**config.mk**
```make
export PLATFORM = sky130hd
export DESIGN_NAME = mbist_serial_chain
export DESIGN_NICKNAME = d
export VERILOG_FILES = /design/src/rtl/mbist_chain_pkg.sv /design/src/rtl/mbist_march_seq.sv /design/src/rtl/mbist_chain_decode.sv /design/src/rtl/mbist_resp_check.sv /design/src/rtl/mbist_serial_chain.sv
export SDC_FILE = /design/constraint.sdc
export NUM_CORES = 1
export LEC_CHECK = 0
export BUFFER_PORTS_ARGS = -buffer_cell sky130_fd_sc_hd__buf_2
export CAP_MARGIN = 20
export CORE_UTILIZATION = 50
export CTS_BUF_LIST = sky130_fd_sc_hd__clkbuf_4
export DETAILED_ROUTE_END_ITERATION = 12
export GPL_ROUTABILITY_DRIVEN = 0
export GPL_TIMING_DRIVEN = 0
export PLACE_DENSITY = 0.8
export SETUP_SLACK_MARGIN = 0.2
export SLEW_MARGIN = 20
export SYNTH_ARGS = -nofsm -noshare
export SYNTH_HDL_FRONTEND = slang
export SYNTH_HIERARCHICAL = 1
export SYNTH_SLANG_ARGS = --single-unit
```
**constraint.sdc**
```tcl
create_clock -name clk -period 3.3 [get_ports clk]
set_input_delay 0.33 -clock clk [delete_from_list [all_inputs] [get_ports clk]]
set_output_delay 0.33 -clock clk [all_outputs]
set_load 0.01 [all_outputs]
```
**src/rtl/mbist_chain_pkg.sv**
```systemverilog
package mbist_chain_pkg;

    typedef enum logic [1:0] {PH_IDLE, PH_RUN, PH_FLUSH, PH_DONE} phase_e;
    typedef enum logic [2:0] {EL_W0, EL_R0W1, EL_R1W0, EL_R0W1B, EL_R1} elem_e;

    // member depth exponent i, 4 bits per member in a 64-bit vector
    function automatic int unsigned aw_of(logic [63:0] vec, int unsigned i);
        return int'(vec[i*4 +: 4]);
    endfunction

    function automatic int unsigned base_of(logic [63:0] vec, int unsigned i);
        int unsigned s = 0;
        for (int unsigned j = 0; j < i; j++) s += (1 << aw_of(vec, j));
        return s;
    endfunction

    function automatic int unsigned max_aw(logic [63:0] vec, int unsigned n);
        int unsigned m = 1;
        for (int unsigned j = 0; j < n; j++) if (aw_of(vec, j) > m) m = aw_of(vec, j);
        return m;
    endfunction

    function automatic logic elem_two(elem_e e);
        return (e != EL_W0) && (e != EL_R1);
    endfunction

    function automatic logic elem_down(elem_e e);
        return e == EL_R1W0;
    endfunction

    function automatic logic op_read(elem_e e, logic sub);
        return (e == EL_R1) || (elem_two(e) && !sub);
    endfunction

    // value 1 means inverted background
    function automatic logic op_val(elem_e e, logic sub);
        case (e)
            EL_W0:             return 1'b0;
            EL_R0W1, EL_R0W1B: return sub;
            EL_R1W0:           return !sub;
            default:           return 1'b1;
        endcase
    endfunction

endpackage

```
**src/rtl/mbist_march_seq.sv**
```systemverilog
module mbist_march_seq
    import mbist_chain_pkg::*;
#(
    parameter int unsigned TOTAL  = 88,
    parameter int unsigned NUM_BG = 2,
    localparam int unsigned AW = (TOTAL > 2) ? $clog2(TOTAL) : 1,
    localparam int unsigned BW = (NUM_BG > 1) ? $clog2(NUM_BG) : 1
) (
    input  logic          clk,
    input  logic          rst_n,
    input  logic          start,
    output logic          launch,
    output logic          op_valid,
    output logic          op_rd,
    output logic          op_v,
    output logic [AW-1:0] op_addr,
    output logic [BW-1:0] op_bg,
    output logic          active,
    output logic          done
);
    typedef struct packed {
        phase_e        phase;
        elem_e         elem;
        logic          sub;
        logic [AW-1:0] addr;
        logic [BW-1:0] bg;
    } seq_t;

    seq_t q, d;
    logic last_sub, last_addr;

    always_comb begin
        d         = q;
        launch    = start && (q.phase == PH_IDLE || q.phase == PH_DONE);
        last_sub  = !elem_two(q.elem) || q.sub;
        last_addr = elem_down(q.elem) ? (q.addr == '0) : (q.addr == AW'(TOTAL - 1));
        case (q.phase)
            PH_RUN: begin
                if (!last_sub) begin
                    d.sub = 1'b1;
                end else begin
                    d.sub = 1'b0;
                    if (!last_addr) begin
                        d.addr = elem_down(q.elem) ? q.addr - 1'b1 : q.addr + 1'b1;
                    end else if (q.elem != EL_R1) begin
                        d.elem = elem_e'(q.elem + 3'd1);
                        d.addr = elem_down(d.elem) ? AW'(TOTAL - 1) : '0;
                    end else if (q.bg != BW'(NUM_BG - 1)) begin
                        d.bg   = q.bg + 1'b1;
                        d.elem = EL_W0;
                        d.addr = '0;
                    end else begin
                        d.phase = PH_FLUSH;
                    end
                end
            end
            PH_FLUSH: d.phase = PH_DONE;
            default: if (launch) begin
                d.phase = PH_RUN;
                d.elem  = EL_W0;
                d.sub   = 1'b0;
                d.addr  = '0;
                d.bg    = '0;
            end
        endcase
    end

    always_ff @(posedge clk or negedge rst_n) begin
        if (!rst_n) q <= '{phase: PH_IDLE, elem: EL_W0, sub: 1'b0, addr: '0, bg: '0};
        else        q <= d;
    end

    assign op_valid = (q.phase == PH_RUN);
    assign op_rd    = op_read(q.elem, q.sub);
    assign op_v     = op_val(q.elem, q.sub);
    assign op_addr  = q.addr;
    assign op_bg    = q.bg;
    assign active   = (q.phase == PH_RUN) || (q.phase == PH_FLUSH);
    assign done     = (q.phase == PH_DONE);

    assert_addr_range_R3: assert property (@(posedge clk) disable iff (!rst_n)
        op_valid |-> (32'(op_addr) < TOTAL));
    assert_done_hold_R6: assert property (@(posedge clk) disable iff (!rst_n)
        (done && !start) |=> done);
endmodule

```
**src/rtl/mbist_chain_decode.sv**
```systemverilog
module mbist_chain_decode
    import mbist_chain_pkg::*;
#(
    parameter int unsigned NUM_MEM = 4,
    parameter logic [63:0] AW_VEC  = 64'h3545,
    parameter int unsigned AW      = 7,
    localparam int unsigned LAW = max_aw(AW_VEC, NUM_MEM),
    localparam int unsigned IW  = (NUM_MEM > 1) ? $clog2(NUM_MEM) : 1
) (
    input  logic [AW-1:0]      addr,
    output logic [NUM_MEM-1:0] hit,
    output logic [LAW-1:0]     local_addr,
    output logic [IW-1:0]      idx
);
    logic [31:0] addr_ext;
    logic [31:0] base_arr [NUM_MEM];
    assign addr_ext = 32'(addr);

    for (genvar i = 0; i < NUM_MEM; i++) begin : g_range
        localparam int unsigned B = base_of(AW_VEC, i);
        localparam int unsigned D = 1 << aw_of(AW_VEC, i);
        assign base_arr[i] = B;
        assign hit[i] = (addr_ext >= B) && (addr_ext < B + D);
    end

    always_comb begin
        local_addr = '0;
        idx        = '0;
        for (int i = 0; i < NUM_MEM; i++) begin
            if (hit[i]) begin
                local_addr = LAW'(addr_ext - base_arr[i]);
                idx        = IW'(i);
            end
        end
    end
endmodule

```
**src/rtl/mbist_resp_check.sv**
```systemverilog
module mbist_resp_check #(
    parameter int unsigned NUM_MEM = 4,
    parameter int unsigned DATA_W  = 8,
    parameter int unsigned LAW     = 5,
    parameter int unsigned IW      = 2
) (
    input  logic                      clk,
    input  logic                      rst_n,
    input  logic                      clear,
    input  logic                      rd_issue,
    input  logic [DATA_W-1:0]         exp_word,
    input  logic [IW-1:0]             rd_idx,
    input  logic [LAW-1:0]            rd_addr,
    input  logic [NUM_MEM*DATA_W-1:0] rdata_bus,
    output logic                      fail,
    output logic [IW-1:0]             fail_idx,
    output logic [LAW-1:0]            fail_addr
);
    typedef struct packed {
        logic              pend;
        logic [DATA_W-1:0] word;
        logic [IW-1:0]     idx;
        logic [LAW-1:0]    addr;
        logic              fail;
        logic [IW-1:0]     f_idx;
        logic [LAW-1:0]    f_addr;
    } chk_t;

    chk_t q, d;
    logic [DATA_W-1:0] got;
    logic miss;

    always_comb begin
        d     = q;
        got   = rdata_bus[32'(q.idx) * DATA_W +: DATA_W];
        miss  = q.pend && (got != q.word);
        d.pend = rd_issue;
        d.word = exp_word;
        d.idx  = rd_idx;
        d.addr = rd_addr;
        if (clear) begin
            d.fail   = 1'b0;
            d.f_idx  = '0;
            d.f_addr = '0;
        end else if (miss && !q.fail) begin
            d.fail   = 1'b1;
            d.f_idx  = q.idx;
            d.f_addr = q.addr;
        end
    end

    always_ff @(posedge clk or negedge rst_n) begin
        if (!rst_n) q <= '0;
        else        q <= d;
    end

    assign fail      = q.fail;
    assign fail_idx  = q.f_idx;
    assign fail_addr = q.f_addr;

    assert_fail_sticky_R8: assert property (@(posedge clk) disable iff (!rst_n)
        (fail && !clear) |=> (fail && $stable(fail_idx) && $stable(fail_addr)));
    assert_fail_cause_R7: assert property (@(posedge clk) disable iff (!rst_n)
        $rose(fail) |-> $past(q.pend));
endmodule

```
**src/rtl/mbist_serial_chain.sv**
```systemverilog
module mbist_serial_chain
    import mbist_chain_pkg::*;
#(
    parameter int unsigned NUM_MEM = 4,
    parameter int unsigned DATA_W  = 8,
    parameter int unsigned NUM_BG  = 2,
    parameter logic [63:0] AW_VEC  = 64'h3545,
    localparam int unsigned LAW   = max_aw(AW_VEC, NUM_MEM),
    localparam int unsigned IW    = (NUM_MEM > 1) ? $clog2(NUM_MEM) : 1,
    localparam int unsigned TOTAL = base_of(AW_VEC, NUM_MEM),
    localparam int unsigned CAW   = (TOTAL > 2) ? $clog2(TOTAL) : 1,
    localparam int unsigned BW    = (NUM_BG > 1) ? $clog2(NUM_BG) : 1
) (
    input  logic                      clk,
    input  logic                      rst_n,
    input  logic                      bist_start,
    output logic                      bist_done,
    output logic                      bist_fail,
    output logic [IW-1:0]             fail_mem,
    output logic [LAW-1:0]            fail_addr,
    input  logic [NUM_MEM-1:0]        fn_ce,
    input  logic                      fn_we,
    input  logic [LAW-1:0]            fn_addr,
    input  logic [DATA_W-1:0]         fn_wdata,
    output logic [NUM_MEM-1:0]        mem_ce,
    output logic                      mem_we,
    output logic [LAW-1:0]            mem_addr,
    output logic [DATA_W-1:0]         mem_wdata,
    input  logic [NUM_MEM*DATA_W-1:0] mem_rdata
);
    logic           launch, op_valid, op_rd, op_v, active;
    logic [CAW-1:0] op_addr;
    logic [BW-1:0]  op_bg;
    logic [NUM_MEM-1:0] hit;
    logic [LAW-1:0] loc;
    logic [IW-1:0]  idx;
    logic [DATA_W-1:0] word;

    function automatic logic [DATA_W-1:0] bg_word(int unsigned k);
        logic [DATA_W-1:0] w;
        for (int unsigned i = 0; i < DATA_W; i++)
            w[i] = (k == 0) ? 1'b0 : 1'((i >> (k - 1)) & 1);
        return w;
    endfunction

    mbist_march_seq #(.TOTAL(TOTAL), .NUM_BG(NUM_BG)) u_seq (
        .clk(clk), .rst_n(rst_n), .start(bist_start), .launch(launch),
        .op_valid(op_valid), .op_rd(op_rd), .op_v(op_v), .op_addr(op_addr),
        .op_bg(op_bg), .active(active), .done(bist_done)
    );

    mbist_chain_decode #(.NUM_MEM(NUM_MEM), .AW_VEC(AW_VEC), .AW(CAW)) u_dec (
        .addr(op_addr), .hit(hit), .local_addr(loc), .idx(idx)
    );

    assign word = bg_word(32'(op_bg)) ^ {DATA_W{op_v}};

    mbist_resp_check #(.NUM_MEM(NUM_MEM), .DATA_W(DATA_W), .LAW(LAW), .IW(IW)) u_chk (
        .clk(clk), .rst_n(rst_n), .clear(launch), .rd_issue(op_valid && op_rd),
        .exp_word(word), .rd_idx(idx), .rd_addr(loc), .rdata_bus(mem_rdata),
        .fail(bist_fail), .fail_idx(fail_mem), .fail_addr(fail_addr)
    );

    always_comb begin
        if (active) begin
            mem_ce    = op_valid ? hit : '0;
            mem_we    = op_valid && !op_rd;
            mem_addr  = loc;
            mem_wdata = word;
        end else begin
            mem_ce    = fn_ce;
            mem_we    = fn_we;
            mem_addr  = fn_addr;
            mem_wdata = fn_wdata;
        end
    end

    assert_one_ce_R3: assert property (@(posedge clk) disable iff (!rst_n)
        op_valid |-> ($countones(mem_ce) == 1));
    assert_first_op_R2: assert property (@(posedge clk) disable iff (!rst_n)
        launch |=> (mem_we && mem_ce[0] && (mem_addr == '0) && (mem_wdata == '0)));
endmodule

```
; ---- Yosys cells after proc, flatten, opt, wreduce, memory -nomap -nowiden
; Index checks and enable logic that the tools add are counted.
[word_totals]
ff_bits = 38
input_bits = 53
out_inout_bits = 27
word_cells = 130
[classes]
add_sub_neg = 8
magnitude_cmp = 8
eq_ne = 17
shifts = 9
muxes = 42
n_bitwise = 2
reduce_logical = 32
[ops]
columns = cell, n
row1 = >> shifter 3 x 32 -> 1 bit (first input constant), 4
row2 = >> shifter 1 x 32 -> 1 bit (first input constant), 2
row3 = >> shifter 2 x 32 -> 1 bit (first input constant), 2
row4 = 2-to-1 mux 8 bit, 5
row5 = 2-to-1 mux 5 bit, 7
row6 = variable part select 32 x 6 -> 8 bit, 1
row7 = 2-to-1 mux 7 bit, 4
row8 = case mux 12 bit (2 select lines), 1
row9 = AND reduction 5 bit, 3
row10 = greater-or-equal comparator 7 x 6 -> 1 bit (second input constant), 2
row11 = less-than comparator 7 x 6 -> 1 bit (second input constant), 2
row12 = less-than comparator 7 bit (second input constant), 2
row13 = 2-to-1 mux 1 bit, 14
row14 = 2-to-1 mux 14 bit, 1
row15 = logical AND 1 bit, 11
row16 = subtractor 5 bit (second input constant), 2
row17 = equality test 3 x 2 -> 1 bit (second input constant), 3
row18 = 2-to-1 mux 2 bit, 4
row19 = 2-to-1 mux 4 bit, 2
row20 = != test 8 bit, 1
row21 = XOR 8 bit, 1
row22 = adder 7 x 1 -> 7 bit (second input constant), 1
row23 = equality test 7 bit (second input constant), 1
row24 = greater-or-equal comparator 7 x 1 -> 1 bit (second input constant), 1
row25 = 28 further kinds, 41

; ---- Longest topological paths before layout
[logic_depth]
word_depth = 7
depth_mapped = 11
depth_no_buf = 10

; ---- Hierarchy
; Netlist, hierarchy kept.
[modules_own_cells]
columns = mod, instances, cells_each, area_each_um2, seq_area_each_um2
row1 = mbist_march_seq, 1, 143, 1239.9, 350.3
row2 = mbist_resp_check, 1, 77, 1138.6, 600.6
row3 = mbist_serial_chain, 1, 43, 251.5, 0.0
row4 = mbist_chain_decode, 1, 20, 136.4, 0.0

; ---- Worst setup path after synthesis
; No wires, ideal clock.
[synth_path]
path_kind = register -> register
startpoint = reg u_seq/q[9] (netlist name)
endpoint = reg u_seq.q (netlist bit u_seq/op_addr[6])
setup_time_ns = 0.079
arrival_time_ns = 2.437
required_time_ns = 3.221
setup_slack_ns = 0.784
stages_incl_launch_ff = 12
path_buffers = 1
synth_period_minus_slack_ns = 2.516
cell_sequence = dfrtp_1 > inv_1 > ha_1 > nand2b_1 > buf_6 > xnor2_1 > ha_1 > or4_2 > nor3_1 > o32ai_1 > a211oi_1 > a2bb2oi_1
[synth_between]
elab_chain_len = 7
word_cells_on_any_way = 18
cone_classes = add/sub (1) / eq/ne (5) / mux (7) / reduce/logical (5)
[synth_rtl]
columns = item, line
row1 = "start, declared", mbist_march_seq.sv:29  ; seq_t q, d;
row2 = "start signal, assigned", mbist_march_seq.sv:69  ; if (!rst_n) q <= '{phase: PH_IDLE, elem: EL_W0, sub: 1'b0, addr: '0, bg: '0};
row3 = adder 3 x 1 -> 3 bit, mbist_march_seq.sv:46  ; d.elem = elem_e'(q.elem + 3'd1);
row4 = equality test 3 x 2 -> 1 bit, mbist_chain_pkg.sv:28  ; return e == EL_R1W0;
row5 = 2-to-1 mux 7 bit, mbist_march_seq.sv:47  ; d.addr = elem_down(d.elem) ? AW'(TOTAL - 1) : '0;
row6 = 2-to-1 mux 7 bit, mbist_march_seq.sv:45  ; end else if (q.elem != EL_R1) begin
row7 = 2-to-1 mux 7 bit, mbist_march_seq.sv:43  ; if (!last_addr) begin
row8 = 2-to-1 mux 8 bit, mbist_march_seq.sv:39  ; if (!last_sub) begin
row9 = case mux 12 bit (2 select lines), mbist_march_seq.sv:37  ; case (q.phase)
; Several ways; a longest one is shown, not always the timed one. The select of a mux whose other input is x is not followed.
; A chain may end at the register's enable or synchronous reset.

; ---- Worst setup path after layout
[layout_path]
startpoint = reg u_seq/q[9] (netlist name)
endpoint = out mem_wdata[3]
[layout_between]
elab_chain_len = 5
word_cells_on_any_way = 8
cone_classes = eq/ne (3) / mux (2) / bitwise (1) / reduce/logical (2)
[layout_rtl]
columns = item, line
row1 = equality test 3 x 1 -> 1 bit or equality test 3 x 2 -> 1 bit (tied branches), mbist_chain_pkg.sv:37  ; case (e)
row2 = OR reduction 2 bit, mbist_chain_pkg.sv:37
row3 = case mux 1 bit (3 select lines) (*), mbist_chain_pkg.sv:37
row4 = via op_v, mbist_serial_chain.sv:31  ; logic launch, op_valid, op_rd, op_v, active;
row5 = XOR 8 bit (*), mbist_serial_chain.sv:56  ; assign word = bg_word(32'(op_bg)) ^ {DATA_W{op_v}};
row6 = 2-to-1 mux 8 bit (*), mbist_serial_chain.sv:65  ; if (active) begin
row7 = "end, declared", mbist_serial_chain.sv:28  ; output logic [DATA_W-1:0] mem_wdata,
; Mark *: on every way through the listed nets, which the timed path passes. The rest lies on a longest branch.

==> impl_results.md <==
* Worst Setup Start Kind: register
* Synth async-reset ratio at 100%
* Post-synthesis cell area at 2770 sq um
* Largest net degree at the start of global routing at 39
* Htree depth at 2
* #FFs+latches synth at 38
* Worst R2R End: u_seq/op_addr[6]$_DFFE_PN0P_
* Ys flop type: dfrtp_1
* Initial antenna violation count at 0
* Commonest non-fill, non-tap cell in the layout: buf_2
* Die Height at 76.4 um
* Final Non-Filler Cells at 440
* Slowest cell on crit path: o311ai_2
* CTS Hold Buffers Added at 0
* Setup TNS at 0 ps
* Synthesized area per cell at 9.78 sq um
* Area Growth Syn to Fin at 19.7%
* M3 GR Usage at under 10%
* Hold Path Class: in2async
* Vias at 2,364
* CTS tree: yes
* CP bufs+invs at 3
* Worst Reg-to-Reg Cells at 11
* Worst vdd ir at 0.000389 V
* Busiest layer in global routing: met2
* Hpwl dp at 5.01 mm
* Worst path depth at 7
* Tightest Pin Transition at 843 ps
* Sequential cell area fraction in the yosys report at 34.4%
* Die Wd at roughly 76 um
* Period utilization at 87.9%
* Nets@finish at 432
* Pleak at 1.64 nW
* Status: complete, no violations
* Vias in the first global route at approximately 2,400
* Later-pin clock latency in the skew report at 340 ps
* Clock root buffer master: clkbuf_4
* Global-route met2 utilization at a little over two fifths
* Gate Count Post-Synth at 283
* Share of cells above drive strength 1 at 38.4%
* Final setup fails at 0
* WL final at about 6.4 mm
* Net Count, Synth at 346
* Time the worst path needs with I/O delays and setup at 2900 ps
* Placed insts at between 400 and 500
* Die area at approximately 5800 sq um
* RR Startpoint: u_seq/q[9]$_DFFE_PN0P_
* Grt ovf at 0
* Final core utilization at 63.6%
* Delay-heaviest family, CP: compound AO/OA/AOI/OAI gates
* RSZ-0062 raised after global routing: true
* Max frequency at 345 MHz
* Maximum fanout along the worst path at 8
* EDFF count, synth at 0
* Met1 Use GR at 27.0%
* Fill count at around 440
* DRC Markers at 0
* Clock slew at reported path FFs at approximately 110 ps
* Fin. Hold Viols at 0
* CP arrival at 2570 ps
* Sequential Area at 951 sq um
* Tot Pwr at between 0.002 and 0.003 W
* Port Buffers at 79
* Core area at 5200 sq um
* Antenna-violating nets left at 0
* CP Class: reg2out
* Total iterations of the first detailed-routing run at 4
* Pwr dens at 905 nW/um^2
* N_diodes at 0
* Crit. End Element: primary output
* Yosys warning total at 6
* DR vias/cell at 5.37
* Max Cap Viol at 0
* Total Routing Usage GR at approximately 23%
* Starting Density at 53.1%
* Most frequent cells in the layout: buf_2 (80), dfrtp_1 (38), o21ai_0 (19), nand2b_1 (19), inv_1 (18)
* I/O pin cnt at 80
* Footprint of the multi-input gates at 1500 sq um
* Pins Over Slew Limit at 0
* CP cell instances: inv_1 -> ha_1 -> clkbuf_1 -> o311ai_2 -> xnor2_1 -> a21oi_1 -> buf_2
* CTS Buf Count at 5
* Count of cell types in the netlist at 57
* First-pass GRT wire length at around 11 mm
* DR iter-0 viols at 111
* WL/cell at 14.7 um
* Critical path data required time at roughly 3000 ps
* Slew headroom at 43.8%
* Rows at 26
* Worst Clk Skew at 3.65 ps
* Clock Sinks at 38
* Crit path largest cell delay at 520 ps
* Worst-case clock buffer depth at 2
* Flop2flop setup slack at 420 ps
==> synth_stat cells (4+ instances only) <==
cell / count / area, sq um
clkbuf_1: 6 / 22.5
nand2b_1: 19 / 119
nand3_1: 10 / 50.1
dfrtp_1: 38 / 951
xnor2_1: 4 / 35.0
a21oi_1: 10 / 50.1
mux2i_1: 10 / 100
o21ai_0: 19 / 95.1
xor2_1: 8 / 70.1
ha_1: 10 / 125
o211ai_1: 5 / 37.5
and2_1: 6 / 37.5
mux4_2: 8 / 180
buf_4: 16 / 120
inv_1: 18 / 67.6
nor2_1: 14 / 52.6
mux2_2: 5 / 56.3
nand2_1: 13 / 48.8
buf_6: 8 / 90.1
==> where the power goes <==
| part | internal [W] | total, W | switching, W | leakage (nW) |
|---|---|---|---|---|
| Combinational | 0.000925 | 0.00207 | 0.00114 | 1.09 |
| Clock | 0.0000792 | 0.000235 | 0.000156 | 0.0286 |
| Sequential | 0.000598 | 0.000692 | 0.0000945 | 0.517 |
| Total | 0.00160 | 0.00300 | 0.00140 | 1.64 |
==> sequential cells by signal, indices dropped and copies added, names as in the netlist <==
signal           flops
u_chk/fail_addr      5
u_chk/q             16
u_chk/fail_idx       2
u_seq/q              6
u_seq/op_addr        7
u_seq/op_bg          1
u_chk/fail           1
==> through the flow <==
| step | hold WS [ps] | setup WS (ps) | cell area [sq um] |
|---|---|---|---|
| floorplan | 34.4 | 784 | 2770 |
| global placement | 474 | 391 | 3250 |
| detailed placement | 483 | 294 | 3250 |
| CTS | 101 | 215 | 3300 |
| global route | 145 | 178 | 3310 |
| finish | 79.1 | 398 | 3310 |
==> repair_timing <==
action / CTS / global route
endpoints found under the setup margin: 8 / 4
setup buffers: 0 / 0
gates resized for setup: 1 / 1
hold endpoints to repair: 0 / 0
==> routing by layer <==
metal | vias up | wire (um)
met4 | 0 | 107
met1 | 1113 | 2700
li1 | 1162 | -
met2 | 81 | 3290
met5 | - | 0
met3 | 8 | 354
==> cells by family (layout without fill, tap and decap cells) <==
family / count (synthesis) / after routing / share of synthesized area (%)
fa+ha+maj: 10 / 10 / 4.52
flops: 38 / 38 / 34.4
buf+inv: 52 / 139 / 11.6
xor+xnor: 12 / 12 / 3.80
simple gates: 85 / 85 / 17.7
mux: 23 / 23 / 12.2
compound gates: 63 / 63 / 15.8
==> how the worst max path moves through the flow <==
| stage | slack (ps) | end | from |
|---|---|---|---|
| after global placement | 390 | mem_wdata[3] | u_seq/q[9]$_DFFE_PN0P_ |
| final | 400 | mem_wdata[3] | u_seq/q[9]$_DFFE_PN0P_ |
| after CTS | 210 | mem_wdata[3] | u_seq/q[9]$_DFFE_PN0P_ |
| after floorplan | 780 | u_seq/op_addr[6]$_DFFE_PN0P_ | u_seq/q[9]$_DFFE_PN0P_ |
| after global routing | 180 | u_seq/op_addr[6]$_DFFE_PN0P_ | u_seq/q[9]$_DFFE_PN0P_ |
| after detailed placement | 290 | mem_wdata[3] | u_seq/q[9]$_DFFE_PN0P_ |
==> final cells by class <==
cell class              instances  area share, %
well taps                      70           2.65
repair buffers                 79           11.9
multi-input cells             193           45.4
clock inverters                 3          0.491
clock buffers                   5           1.13
plain buffers                  33           7.45
flip-flops and latches         38           28.7
inverters                      19           2.23
(Power assumes the default switching activity.)
